**config.mk**
```make
export PLATFORM = sky130hd
export DESIGN_NAME = ping_timer
export DESIGN_NICKNAME = d
export VERILOG_FILES = /design/src/rtl/ping_pkg.sv /design/src/rtl/ping_lfsr.sv /design/src/rtl/ping_cnt.sv /design/src/rtl/ping_fsm.sv /design/src/rtl/ping_timer.sv
export SDC_FILE = /design/constraint.sdc
export NUM_CORES = 1
export LEC_CHECK = 0
export BUFFER_PORTS_ARGS = -buffer_cell sky130_fd_sc_hd__buf_2
export CAP_MARGIN = 40
export CORE_ASPECT_RATIO = 1.1
export CORE_UTILIZATION = 45
export CTS_BUF_LIST = sky130_fd_sc_hd__clkbuf_4 sky130_fd_sc_hd__clkbuf_8
export CTS_CLUSTER_SIZE = 20
export DETAILED_ROUTE_END_ITERATION = 16
export HOLD_SLACK_MARGIN = 0.03
export PLACE_DENSITY = 0.75
export RECOVER_POWER = 100
export SETUP_SLACK_MARGIN = 0.5
export SLEW_MARGIN = 20
export SYNTH_ARGS = -nofsm -noshare
export SYNTH_HDL_FRONTEND = slang
export SYNTH_SLANG_ARGS = --single-unit
```
**constraint.sdc**
```tcl
create_clock -name clk_i -period 5.1 [get_ports clk_i]
set_input_delay 0.255 -clock clk_i [delete_from_list [all_inputs] [get_ports clk_i]]
set_output_delay 0.255 -clock clk_i [all_outputs]
set_load 0.05 [all_outputs]
```
**src/rtl/ping_pkg.sv**
```systemverilog
package ping_pkg;

  localparam int unsigned ST_W = 6;

  // Sparse state code: every pair of legal codes differs in at least two bits.
  typedef enum logic [ST_W-1:0] {
    ST_IDLE   = 6'b110000,
    ST_RESEED = 6'b011100,
    ST_WAIT   = 6'b000111,
    ST_PING   = 6'b101011,
    ST_ERROR  = 6'b111111
  } ping_st_e;

endpackage

```
**src/rtl/ping_lfsr.sv**
```systemverilog
module ping_lfsr #(
  parameter int unsigned W    = 16,
  parameter logic [W-1:0] TAPS = 16'hB400,
  parameter logic [W-1:0] INIT = {{(W-1){1'b0}}, 1'b1}
) (
  input  logic         clk_i,
  input  logic         rst_ni,
  input  logic         load_i,
  input  logic [W-1:0] seed_i,
  input  logic         adv_i,
  output logic [W-1:0] state_o
);

  function automatic logic [W-1:0] galois_step(input logic [W-1:0] v);
    return (v >> 1) ^ (v[0] ? TAPS : '0);
  endfunction

  logic [W-1:0] val_q;

  always_ff @(posedge clk_i or negedge rst_ni) begin
    if (!rst_ni) begin
      val_q <= INIT;
    end else if (load_i) begin
      val_q <= seed_i;
    end else if (adv_i) begin
      val_q <= galois_step(val_q);
    end
  end

  assign state_o = val_q;

endmodule

```
**src/rtl/ping_cnt.sv**
```systemverilog
module ping_cnt #(
  parameter int unsigned W = 16
) (
  input  logic         clk_i,
  input  logic         rst_ni,
  input  logic         clr_i,
  input  logic         inc_i,
  output logic [W-1:0] count_o
);

  logic [W-1:0] cnt_q;

  always_ff @(posedge clk_i or negedge rst_ni) begin
    if (!rst_ni) begin
      cnt_q <= '0;
    end else if (clr_i) begin
      cnt_q <= '0;
    end else if (inc_i) begin
      cnt_q <= cnt_q + W'(1);
    end
  end

  assign count_o = cnt_q;

endmodule

```
**src/rtl/ping_fsm.sv**
```systemverilog
module ping_fsm
  import ping_pkg::*;
#(
  parameter int unsigned RESEED_PINGS = 4
) (
  input  logic     clk_i,
  input  logic     rst_ni,
  input  logic     en_i,
  input  logic     ent_ack_i,
  input  logic     wait_hit_i,
  input  logic     ack_hit_i,
  input  logic     timed_out_i,
  input  logic     fault_i,
  output ping_st_e state_o,
  output logic     in_reseed_o,
  output logic     in_ping_o,
  output logic     is_err_o,
  output logic     cnt_clr_o,
  output logic     cnt_inc_o,
  output logic     seed_load_o,
  output logic     lfsr_adv_o,
  output logic     timeout_evt_o
);

  localparam int unsigned PC_W = $clog2(RESEED_PINGS + 1);
  localparam logic [PC_W-1:0] LAST_PING = PC_W'(RESEED_PINGS - 1);

  ping_st_e        state_q, state_d;
  logic [PC_W-1:0] pcnt_q, pcnt_d;
  logic            illegal;

  always_comb begin
    state_d       = state_q;
    pcnt_d        = pcnt_q;
    illegal       = 1'b0;
    cnt_clr_o     = 1'b1;
    cnt_inc_o     = 1'b0;
    seed_load_o   = 1'b0;
    lfsr_adv_o    = 1'b0;
    timeout_evt_o = 1'b0;
    case (state_q)
      ST_RESEED: begin
        if (ent_ack_i) begin
          seed_load_o = 1'b1;
          pcnt_d      = '0;
          state_d     = ST_IDLE;
        end
      end
      ST_IDLE: begin
        if (en_i) state_d = ST_WAIT;
      end
      ST_WAIT: begin
        if (!en_i) begin
          state_d = ST_IDLE;
        end else if (wait_hit_i) begin
          state_d = ST_PING;
        end else begin
          cnt_clr_o = 1'b0;
          cnt_inc_o = 1'b1;
        end
      end
      ST_PING: begin
        if (ack_hit_i || timed_out_i) begin
          timeout_evt_o = !ack_hit_i;
          lfsr_adv_o    = 1'b1;
          if (pcnt_q == LAST_PING) begin
            state_d = ST_RESEED;
          end else begin
            pcnt_d  = pcnt_q + PC_W'(1);
            state_d = ST_IDLE;
          end
        end else begin
          cnt_clr_o = 1'b0;
          cnt_inc_o = 1'b1;
        end
      end
      ST_ERROR: ;
      default: illegal = 1'b1;
    endcase
    if (fault_i || illegal) begin
      state_d       = ST_ERROR;
      seed_load_o   = 1'b0;
      lfsr_adv_o    = 1'b0;
      timeout_evt_o = 1'b0;
    end
  end

  always_ff @(posedge clk_i or negedge rst_ni) begin
    if (!rst_ni) begin
      state_q <= ST_RESEED;
      pcnt_q  <= '0;
    end else begin
      state_q <= state_d;
      pcnt_q  <= pcnt_d;
    end
  end

  assign state_o     = state_q;
  assign in_reseed_o = (state_q == ST_RESEED);
  assign in_ping_o   = (state_q == ST_PING);
  assign is_err_o    = (state_q == ST_ERROR);

endmodule

```
**src/rtl/ping_timer.sv**
```systemverilog
module ping_timer
  import ping_pkg::*;
#(
  parameter int unsigned  N_TARGETS    = 6,
  parameter int unsigned  LFSR_W       = 16,
  parameter logic [LFSR_W-1:0] LFSR_TAPS = 16'hB400,
  parameter int unsigned  CNT_W        = 16,
  parameter int unsigned  WAIT_BITS    = 4,
  parameter int unsigned  MIN_WAIT     = 2,
  parameter int unsigned  SEL_BITS     = 8,
  parameter int unsigned  RESEED_PINGS = 4
) (
  input  logic                 clk_i,
  input  logic                 rst_ni,
  input  logic                 en_i,
  input  logic [CNT_W-1:0]     timeout_i,
  output logic                 ent_req_o,
  input  logic                 ent_ack_i,
  input  logic [LFSR_W-1:0]    ent_data_i,
  input  logic [N_TARGETS-1:0] ping_ack_i,
  output logic [N_TARGETS-1:0] ping_req_o,
  output logic [N_TARGETS-1:0] fail_o
);

  localparam int unsigned TGT_W = (N_TARGETS > 1) ? $clog2(N_TARGETS) : 1;

  // Target index: upper SEL_BITS of the LFSR folded onto the target range.
  function automatic logic [TGT_W-1:0] pick_target(input logic [LFSR_W-1:0] v);
    logic [SEL_BITS-1:0] sel;
    sel = v[LFSR_W-1 -: SEL_BITS];
    return TGT_W'(32'(sel) % N_TARGETS);
  endfunction

  // Waiting span: fixed floor plus low LFSR bits.
  function automatic logic [CNT_W-1:0] wait_span(input logic [LFSR_W-1:0] v);
    return CNT_W'(MIN_WAIT) + CNT_W'(v[WAIT_BITS-1:0]);
  endfunction

  logic [LFSR_W-1:0]    lfsr_a, lfsr_b, seed;
  logic [CNT_W-1:0]     cnt_a, cnt_b;
  logic [TGT_W-1:0]     tgt;
  logic                 dup_mismatch, wait_hit, ack_hit, timed_out;
  logic                 in_reseed, in_ping, is_err;
  logic                 cnt_clr, cnt_inc, seed_load, lfsr_adv, timeout_evt;
  logic [N_TARGETS-1:0] fail_q, fail_d;
  ping_st_e             state;

  assign seed = (ent_data_i == '0) ? LFSR_W'(1) : ent_data_i;

  ping_lfsr #(.W(LFSR_W), .TAPS(LFSR_TAPS)) u_lfsr_a (
    .clk_i(clk_i), .rst_ni(rst_ni), .load_i(seed_load), .seed_i(seed),
    .adv_i(lfsr_adv), .state_o(lfsr_a)
  );

  ping_lfsr #(.W(LFSR_W), .TAPS(LFSR_TAPS)) u_lfsr_b (
    .clk_i(clk_i), .rst_ni(rst_ni), .load_i(seed_load), .seed_i(seed),
    .adv_i(lfsr_adv), .state_o(lfsr_b)
  );

  ping_cnt #(.W(CNT_W)) u_cnt_a (
    .clk_i(clk_i), .rst_ni(rst_ni), .clr_i(cnt_clr), .inc_i(cnt_inc), .count_o(cnt_a)
  );

  ping_cnt #(.W(CNT_W)) u_cnt_b (
    .clk_i(clk_i), .rst_ni(rst_ni), .clr_i(cnt_clr), .inc_i(cnt_inc), .count_o(cnt_b)
  );

  assign dup_mismatch = (lfsr_a != lfsr_b) || (cnt_a != cnt_b);
  assign tgt          = pick_target(lfsr_a);
  assign wait_hit     = (cnt_a == wait_span(lfsr_a));
  assign ack_hit      = ping_ack_i[tgt];
  assign timed_out    = (cnt_a >= timeout_i);

  ping_fsm #(.RESEED_PINGS(RESEED_PINGS)) u_fsm (
    .clk_i(clk_i), .rst_ni(rst_ni), .en_i(en_i), .ent_ack_i(ent_ack_i),
    .wait_hit_i(wait_hit), .ack_hit_i(ack_hit), .timed_out_i(timed_out),
    .fault_i(dup_mismatch), .state_o(state), .in_reseed_o(in_reseed),
    .in_ping_o(in_ping), .is_err_o(is_err), .cnt_clr_o(cnt_clr),
    .cnt_inc_o(cnt_inc), .seed_load_o(seed_load), .lfsr_adv_o(lfsr_adv),
    .timeout_evt_o(timeout_evt)
  );

  for (genvar i = 0; i < N_TARGETS; i++) begin : g_tgt
    assign ping_req_o[i] = in_ping && (tgt == TGT_W'(i));
    assign fail_d[i]     = timeout_evt && (tgt == TGT_W'(i));
  end

  always_ff @(posedge clk_i or negedge rst_ni) begin
    if (!rst_ni) fail_q <= '0;
    else         fail_q <= fail_d;
  end

  assign fail_o    = fail_q | {N_TARGETS{is_err}};
  assign ent_req_o = in_reseed;

endmodule

```
==> results of run 1 <==
==> cell families (layout without fill, tap and decap cells) <==
group	Yosys count	count (layout)
fa+ha+maj	22	22
buf+inv	61	102
mux	8	8
simple gates	234	234
compound gates	113	113
xor+xnor	66	66
flops	78	78
==> cell usage after synthesis, types with 3 or more instances <==
library cell	count
and3_1	9
xor2_1	52
nand3b_1	6
o221a_1	18
o211ai_1	4
a21o_1	7
o21a_1	6
o21ai_1	3
o21ai_0	10
nor4_1	14
mux2i_1	8
inv_1	26
nand2_1	46
o221ai_1	3
dfstp_2	5
a221o_1	7
buf_2	7
nand3_1	23
clkbuf_1	20
and2_1	5
nor2_1	61
xnor2_1	14
a31oi_1	6
dfrtp_1	73
nor3_1	7
a21oi_1	19
or2_2	3
a21boi_0	3
ha_1	22
nor2b_1	11
nand4_1	11
buf_6	6
nor3b_1	3
nand2b_1	21
==> how the worst max path moves through the flow <==
stage / start / cells after the start / endpoint
after floorplan: u_lfsr_a.state_o[14] / 11 / ping_req_o[2]
after global placement: u_lfsr_a.state_o[15] / 12 / u_lfsr_a.state_o[8]
after global routing: u_lfsr_a.state_o[15] / 11 / u_lfsr_b.state_o[1]
final: u_lfsr_a.state_o[15] / 11 / u_lfsr_a.state_o[14]
after detailed placement: u_lfsr_a.state_o[15] / 12 / u_lfsr_a.state_o[14]
after CTS: u_lfsr_a.state_o[15] / 12 / u_lfsr_a.state_o[14]
==> stage by stage <==
step | util [%] | cells | hold WS (ns) | setup WS [ns] | total power (uW)
CTS | 51.0 | 773 | 0.152 | 0.650 | 1110
global route | 50.8 | 773 | 0.161 | 0.305 | 1150
finish | 50.8 | 773 | 0.165 | 0.633 | 1100
global placement | 49.1 | 755 | 0.453 | 0.863 | 674
floorplan | - | 582 | -0.0406 | 1.13 | 644
detailed placement | 49.3 | 756 | 0.208 | 0.707 | 679
==> power groups by stage <==
stage | clock, uW | sequential [uW] | combinational, uW
6_report | 433 | 618 | 48.4
5_1_grt | 474 | 618 | 55.9
4_1_cts | 440 | 618 | 50.1
3_5_place_dp | 0 | 630 | 49.2
3_3_place_gp | 0 | 630 | 44.1
2_1_floorplan | 0 | 630 | 13.7
==> repair_timing <==
| item | in CTS | in global routing |
|---|---|---|
| resized for setup | 0 | 3 |
| endpoints found under the hold margin | 26 | 0 |
| setup buffers | 0 | 0 |
| endpoints found under the setup margin | 0 | 24 |
| hold buffers | 1 | 0 |
==> registers in the layout, indices dropped and copies added (netlist names) <==
| name | count |
|---|---|
| u_lfsr_a.state_o | 16 |
| fail_q | 6 |
| u_fsm.state_o | 5 |
| u_cnt_a.count_o | 16 |
| u_fsm.pcnt_q | 3 |
| u_lfsr_b.state_o | 16 |
| u_cnt_b.count_o | 16 |
==> layout make-up <==
class                   instances  share of cell area, %
clock buffers                  10                   2.36
clock inverters                 6                  0.793
inverters                      27                   1.74
multi-input cells             443                   53.0
flip-flops and latches         78                   33.6
well taps                     150                   3.22
repair buffers                 59                   5.32
==> critical path: stages, from the launching register on <==
cell,delay [ns]
dfrtp_1,0.75
ha_1,0.39
and4b_1,0.45
o211ai_2,0.19
a31oi_1,0.19
a2bb2oi_1,0.34
nand2_1,0.23
a2111oi_4,0.36
nand2_1,0.19
a31oi_1,0.35
nand2_1,0.47
o221a_1,0.43
==> metal layers <==
metal	GRT usage, %	part of all wire [%]	up-vias	wire length [um]
met3	4.07	4.5	30	567
li1	-	-	2144	-
met4	8.98	3.0	0	383
met2	37.8	49	118	6200
met1	26.8	43	2177	5420
met5	0	0	-	0
==> results.yml, run 1 <==
outcome:
  outcome: "complete, but fails checks"
  violations: "capacitance limit, slew limit"
grt:
  gr-total-overflow: 0
  grt_use_total_pct: 21.8
  grt_start_max_net_pins: 51
  grt_first_pass_wirelength_mm: 20.9
  grt_pass1_vias: 4352
  antenna_found_initial: 0
logic_synthesis:
  synth-compound-area-share_pct: 17.9
  synth-simple-area-share_pct: 22.5
  synth_top_family_by_area: "simple AND/OR/NAND/NOR gates"
  yosysTopAreaCellShare_pct: 34.3
  synth_edf_count: 0
  syn-cell-area_sq_um: 5330
  ys_types: 69
  yosysTopAreaCell: "dfrtp_1"
  synth.area.mux_share_pct: 1.50
  synth-seq-area-share_pct: 36.7
  syn_avg_cell_area_sq_um: 9.16
  ys.flop_type: "dfrtp_1"
  netlist_top_cells_area: "dfrtp_1 (34%), xor2_1 (8.5%), ha_1 (5.2%)"
  async_flop_share_pct: 100
  yosys_register_bits: 78
  synth_cells: 582
  syn_nets: 646
  synthAdderAreaFrac_pct: 5.16
  ys_warn_count: 0
  synth_xor_area_share_pct: 10.8
detailed_routing:
  ant_nets: 0
  viasPerCell: 5.78
  wirelength_mm: 12.6
  drc_errors: 0
  drtIter0Drc: 245
  vias: 4469
  first_pass_iters: 4
  wl_per_cell_um: 16.3
place:
  gp_congestion: 0.846
  io_buffer_count: 54
  placed_area_sq_um: 5670
  hpwl_mm: 9.45
floorplan:
  die_area_sq_um: 12300
  placementRows: 41
  die_width_um: 106
  top_level_ports: 55
  start_util_pct: 46.4
  core_sq_um: 11500
  die_h_um: 116
worst_hold_path:
  worstHoldPathCells: 3
  hold_start: "ent_data_i[13]"
  hold_class: "primary input to flop"
  min_to: "u_lfsr_b.state_o[13]"
timing:
  period_share_pct: 87.6
  max_freq_mhz: 224
  tightest_slew_ns: 1.63
  finalCriticalPeriod_ns: 4.47
  rsz0062_at_grt: "no"
  tns_ns: 0
  setup_viol: 0
  hold_viol: 0
  slew_violations: 29
  relSlewSlack_pct: -8.96
  finClkSkew_ns: 0.00613
clocking:
  cts_sinks: 78
  tritoncts: "built"
  clockBufferDepth: 2
  cts_buffers: 9
  clk_latency_ns: 0.35
  clkTransAtPathRegs_ns: 0.08
  clockRootBuffer: "clkbuf_8"
  cts_htree_levels: 3
cells_and_area:
  finalNetCount: 682
  final_cell_mix: "dfrtp_1 (72), nor2_1 (61), xor2_1 (52), nand2_1 (46), buf_2 (40)"
  syn2layout_area_growth_pct: 9.41
  fillCellCount: 1099
  multi_input_area_sq_um: 3090
  n_antenna_cell: 0
  drive_gt1_share_pct: 12.8
  design_area_sq_um: 5830
  area.sequential_sq_um: 1960
  final_common_cell: "dfrtp_1"
power:
  p_leak_uw: 0.00273
  p_sw_share_pct: 24.3
  p_sw_uw: 267
  clkPwrFrac_pct: 39.4
  p_int_uw: 832
  max-vdd-ir-drop_v: 0.000135
  p_seq_share_pct: 56.2
  combPwrFrac_pct: 4.4
  p_per_area_nw_per_um2: 188
setup_path:
  worstRegToRegCells: 11
  critPathKind: "flop to flop"
  ff2ff_setup_slack_ns: 0.63
  cp.arrival_ns: 4.70
  r2r_end: "u_lfsr_a.state_o[14]"
  path_max_fanout: 23
  rr_startpoint: "u_lfsr_a.state_o[15]"
  cp-end-kind: "flop"
  cp_data_required_time_ns: 5.34
  cp-start-kind: "flop"
job:
  maxCapViolations: 1
(Power assumes the default switching activity.)
==> inputs of run 2 (changes only) <==
--- a/config.mk
+++ b/config.mk
@@ -7,13 +7,15 @@
 export LEC_CHECK = 0
 export BUFFER_PORTS_ARGS = -buffer_cell sky130_fd_sc_hd__buf_2
 export CAP_MARGIN = 40
+export CELL_PAD_IN_SITES_DETAIL_PLACEMENT = 1
+export CELL_PAD_IN_SITES_GLOBAL_PLACEMENT = 2
 export CORE_ASPECT_RATIO = 1.1
-export CORE_UTILIZATION = 45
-export CTS_BUF_LIST = sky130_fd_sc_hd__clkbuf_4 sky130_fd_sc_hd__clkbuf_8
+export CORE_UTILIZATION = 37
+export CTS_BUF_LIST = sky130_fd_sc_hd__clkbuf_8 sky130_fd_sc_hd__clkbuf_16
 export CTS_CLUSTER_SIZE = 20
 export DETAILED_ROUTE_END_ITERATION = 16
 export HOLD_SLACK_MARGIN = 0.03
-export PLACE_DENSITY = 0.75
+export PLACE_DENSITY = 0.91
 export RECOVER_POWER = 100
 export SETUP_SLACK_MARGIN = 0.5
 export SLEW_MARGIN = 20
==> run 2 against run 1 <==
Compared with the run above:
- the flow still finishes with violations (capacitance limit, slew limit)
- cell count rose by 5.2%
- clock power rose by 42%
- clock skew up 0.0035 ns
- count of clock-buffer cells in the layout shrank 1
- die area grew 21%
- fmax grew 1.4%
- critical path depth fell by 2
- global-route usage up 0.56 points
- design area up 2.6%
- wire length increased by 20%
- combinational power rose by 2%
- via count grew 0.81%
- largest cell class unchanged
==> results.yml, run 2 (synthesis results as in run 1) <==
outcome:
  outcome: "complete, but fails checks"
  violations: "capacitance limit, slew limit"
clocking:
  clockBufferDepth: 2
  cts_buffers: 9
  clockRootBuffer: "clkbuf_16"
  clkTransAtPathRegs_ns: 0.07
  tritoncts: "built"
  cts_setup_buffers: 0
  clk_latency_ns: 0.34
  cts_sinks: 78
  cts_htree_levels: 3
power:
  combPwrFrac_pct: 3.9
  p_seq_share_pct: 48.3
  p_int_uw: 975
  p_per_area_nw_per_um2: 214
  p_sw_uw: 307
  power_uw: 1280
  clkPwrFrac_pct: 47.9
  p_sw_share_pct: 23.9
  max-vdd-ir-drop_v: 0.000142
  p_leak_uw: 0.00278
place:
  hpwl_mm: 11.5
  io_buffer_count: 54
  gp_congestion: 0.904
  post-place-ws_ns: 0.623
  placed_area_sq_um: 5720
cells_and_area:
  final_cell_mix: "dfrtp_1 (72), nor2_1 (61), xor2_1 (52), nand2_1 (45), buf_2 (40)"
  finalNetCount: 684
  syn2layout_area_growth_pct: 12.2
  final_common_cell: "dfrtp_1"
  final_util_pct: 42.9
  n_antenna_cell: 0
  drive_gt1_share_pct: 13.1
  design_area_sq_um: 5990
timing:
  hold_viol: 0
  tightest_slew_ns: 2.04
  rsz0062_at_grt: "no"
  setup_viol: 0
  max_freq_mhz: 227
  tns_ns: 0
  finClkSkew_ns: 0.00966
  relSlewSlack_pct: -35.9
  setup_slack_ns: 0.693
  slew_violations: 37
  period_share_pct: 86.4
  finalCriticalPeriod_ns: 4.41
detailed_routing:
  wirelength_mm: 15.1
  ant_nets: 0
  first_pass_iters: 4
  drc_errors: 0
  viasPerCell: 5.54
  wl_per_cell_um: 18.5
  drtIter0Drc: 387
  vias: 4505
setup_path:
  worst-path-buf-inv: 1
  cp_top_family: "simple AND/OR/NAND/NOR gates"
  worstRegToRegCells: 12
  cp.depth: 9
  critPathKind: "flop to output pin"
  cp-start-kind: "flop"
  worst_path_largest_cell_delay_ns: 0.71
  cp-end-kind: "output pin"
  path_max_fanout: 20
  cp_data_required_time_ns: 4.85
  crit_chain: "ha_1, and4b_1, o211ai_1, a31oi_1, a2bb2oi_1, nand2_1, or3_1, nor3_1, clkbuf_1"
  cpMaxStageDelayCell: "dfrtp_1"
  cp.arrival_ns: 4.15
job:
  maxCapViolations: 1
floorplan:
  core_sq_um: 14000
  die_area_sq_um: 14900
  top_level_ports: 55
  die_width_um: 116
  placementRows: 45
  start_util_pct: 38.2
  die_h_um: 128
grt:
  grt_start_max_net_pins: 43
  antenna_found_initial: 0
  grt_pass1_vias: 4933
  grt_first_pass_wirelength_mm: 25.5
  gr-total-overflow: 0
  grt_use_total_pct: 22.3
worst_hold_path:
  worstHoldPathCells: 3
  hold_class: "primary input to flop"
==> run 2: layout make-up <==
| type | instances | area, sq um |
|---|---|---|
| fillers | 1708 | 7980 |
| multi-input cells | 443 | 3090 |
| flip-flops and latches | 78 | 1960 |
| repair buffers | 61 | 318 |
| well taps | 188 | 235 |
| clock buffers | 9 | 225 |
| inverters | 27 | 101 |
| clock inverters | 7 | 57.6 |
==> run 2: timing repair <==
item,4_1_cts,5_1_grt
resized for setup,0,3
endpoints found under the setup margin,0,24
hold buffers,1,0
hold endpoints to repair,33,0
==> run 2: metal layers <==
metal  up-vias  routed length, um  track usage (%)
li1       2151                  -                -
met1      2272               6450             27.2
met2        66               7980             39.7
met3        16                420             3.12
met4         0                226             7.62
met5         -                  0                0
==> run 2: tightest hold or removal path: cells and delay by family <==
family / cells / cell delay (ns)
and+or+nand+nor: 1 / 0.07
buffers and inverters: 1 / 0.10
AOI/OAI and AO/OA: 1 / 0.07
==> run 2: power by group through the flow <==
stage,registers [uW],logic [uW],clock network (uW)
2_1_floorplan,630,13.7,0
3_3_place_gp,630,46.2,0
3_5_place_dp,630,50.4,0
4_1_cts,619,51.5,624
5_1_grt,618,56.5,646
6_report,619,49.6,614
==> run 2: worst paths after layout <==
check                                             to            startpoint  slack (ns)
worst min register to register       u_fsm.pcnt_q[0]       u_fsm.pcnt_q[0]        0.48
worst max register to register   u_lfsr_a.state_o[6]  u_lfsr_a.state_o[14]        0.72
min in group asynchronous                  fail_q[5]                rst_ni        1.03
worst max-delay path                   ping_req_o[2]  u_lfsr_a.state_o[14]        0.69
worst min-delay path            u_lfsr_b.state_o[13]        ent_data_i[13]        0.19
max in group asynchronous        u_cnt_a.count_o[15]                rst_ni        2.89
==> run 2: metrics by stage <==
stage,hold WS [ns],cells
2_1_floorplan,-0.0406,582
3_3_place_gp,0.472,795
3_5_place_dp,0.250,796
4_1_cts,0.179,813
5_1_grt,0.222,813
6_report,0.188,813
==> inputs of run 3 (changes only) <==
--- a/config.mk
+++ b/config.mk
@@ -10,6 +10,7 @@
 export CELL_PAD_IN_SITES_DETAIL_PLACEMENT = 1
 export CELL_PAD_IN_SITES_GLOBAL_PLACEMENT = 2
 export CORE_ASPECT_RATIO = 1.1
+export CORE_MARGIN = 2
 export CORE_UTILIZATION = 37
 export CTS_BUF_LIST = sky130_fd_sc_hd__clkbuf_8 sky130_fd_sc_hd__clkbuf_16
 export CTS_CLUSTER_SIZE = 20
==> run 3 against run 2 <==
Compared with the run above:
- the flow still finishes with violations (capacitance limit, slew limit)
- highest routed layer unchanged
- critical endpoint is now u_lfsr_b.state_o[15]
- cell count is 0.25% higher
- worst hold slack worse by 0.015 ns
- wire length is 4.6% lower
- largest power group is now the clock network
- utilization is 0.93 points lower
- first-iteration DRC count is 35% lower
- die area is 3.3% higher
- count of clock-buffer cells in the layout is 2 higher
- largest cell class unchanged
- sequential share of layout area stayed put
==> results.yml, run 3 (synthesis results as in run 1) <==
outcome:
  outcome: "complete, but fails checks"
  violations: "capacitance limit, slew limit"
detailed_routing:
  ant_nets: 0
  viasPerCell: 5.48
  wirelength_mm: 14.4
  first_pass_iters: 4
  drtIter0Drc: 251
  wl_per_cell_um: 17.7
  drc_errors: 0
  vias: 4465
timing:
  period_share_pct: 86.8
  hold_viol: 0
  setup_viol: 0
  max_freq_mhz: 226
  finClkSkew_ns: 0.00812
  tns_ns: 0
  setup_slack_ns: 0.672
  slew_violations: 81
  rsz0062_at_grt: "no"
  relSlewSlack_pct: -54.4
  finalCriticalPeriod_ns: 4.43
  holdWs_ns: 0.173
  tightest_slew_ns: 2.32
clocking:
  clkTransAtPathRegs_ns: 0.06
  cts_htree_levels: 3
  cts_setup_buffers: 0
  clk_latency_ns: 0.34
  cts_sinks: 78
  tritoncts: "built"
  clockBufferDepth: 2
  clockRootBuffer: "clkbuf_16"
  cts_buffers: 9
power:
  max-vdd-ir-drop_v: 0.000129
  p_per_area_nw_per_um2: 220
  power_uw: 1320
  p_leak_uw: 0.00279
grt:
  grt_start_max_net_pins: 44
  grt_first_pass_wirelength_mm: 24.2
  gr-total-overflow: 0
  antenna_found_initial: 0
  grt_pass1_vias: 4843
  grt_use_total_pct: 19.7
setup_path:
  cp-start-kind: "flop"
  path_max_fanout: 23
  cp.arrival_ns: 4.65
  cp-end-kind: "flop"
  cp_data_required_time_ns: 5.32
  critPathKind: "flop to flop"
floorplan:
  core_sq_um: 14300
  die_area_sq_um: 15400
  start_util_pct: 37.4
  die_width_um: 118
  top_level_ports: 55
  die_h_um: 130
  placementRows: 46
cells_and_area:
  n_antenna_cell: 0
  syn2layout_area_growth_pct: 12.2
  final_common_cell: "dfrtp_1"
  final_cell_mix: "dfrtp_1 (72), nor2_1 (61), xor2_1 (52), nand2_1 (46), buf_2 (40)"
  drive_gt1_share_pct: 12.5
  fillCellCount: 1728
  finalNetCount: 682
place:
  hpwl_mm: 11.0
  gp_congestion: 0.867
  io_buffer_count: 54
  post-place-ws_ns: 0.578
worst_hold_path:
  hold_class: "primary input to flop"
job:
  maxCapViolations: 2
-- run 3: cell count changes in the layout (fill, tap and decap cells not counted), moves of 2 or more --
cell	change
clkbuf_8	+2
clkinv_4	-2
buf_4	-2
inv_1	+2
-- run 3: final timing paths --
check	startpoint	to	slack, ns	cells after the start
max in group asynchronous	rst_ni	u_cnt_b.count_o[0]	1.30	3
min in group asynchronous	rst_ni	u_fsm.pcnt_q[2]	1.15	2
setup reg to reg	u_lfsr_a.state_o[15]	u_lfsr_b.state_o[15]	0.67	11
hold / removal	ent_data_i[13]	u_lfsr_b.state_o[13]	0.17	3
setup / recovery	u_lfsr_a.state_o[15]	u_lfsr_b.state_o[15]	0.67	11
hold reg to reg	u_lfsr_b.state_o[2]	u_lfsr_b.state_o[2]	0.52	1
-- run 3: power by group --
part           total, uW  internal [uW]  leakage, uW  switching [uW]
Clock                651            401     0.000154             250
Sequential           619            619      0.00104          0.0201
Combinational       47.4           19.6      0.00159            27.8
Total               1320           1040      0.00279             278
-- run 3: layout make-up --
class	instances	area [sq um]	share of cell area, %
Inverter	27	101	1.69
Timing Repair Buffer	59	287	4.79
Tap cell	192	240	4.01
Clock inverter	5	50.0	0.836
Multi-Input combinational cell	443	3100	51.7
Sequential cell	78	1960	32.7
Clock buffer	11	253	4.22
-- run 3: critical path: stages (launching register included) --
cell and delay [ns]:
dfrtp_1 0.75, ha_1 0.41, and4b_4 0.42, o211ai_2 0.15
a31oi_1 0.20, a2bb2oi_1 0.40, nand2_1 0.24, a2111oi_4 0.34
nand2_1 0.18, a31oi_1 0.31, nand2_1 0.46, o221a_1 0.43
-- run 3: stage by stage --
stage          cell area, sq um  util, %  std cells
2_1_floorplan              5330        -        582
3_3_place_gp               5690     39.9        797
3_5_place_dp               5710     40.0        798
4_1_cts                    6020     42.2        815
5_1_grt                    5990     41.9        815
6_report                   5990     41.9        815
-- run 3: repair_timing --
item                                   CTS  global route
hold buffers                             1             0
endpoints found under the hold margin   40             0
gates resized for setup                  0             3
setup endpoints to repair                0            24
-- run 3: per-layer routing --
metal | track usage (%) | up-vias | part of all wire [%]
li1 | - | 2132 | -
met1 | 22.5 | 2222 | 42
met2 | 37.5 | 84 | 52
met3 | 3.02 | 27 | 3.3
met4 | 6.93 | 0 | 2.4
met5 | 0 | - | 0
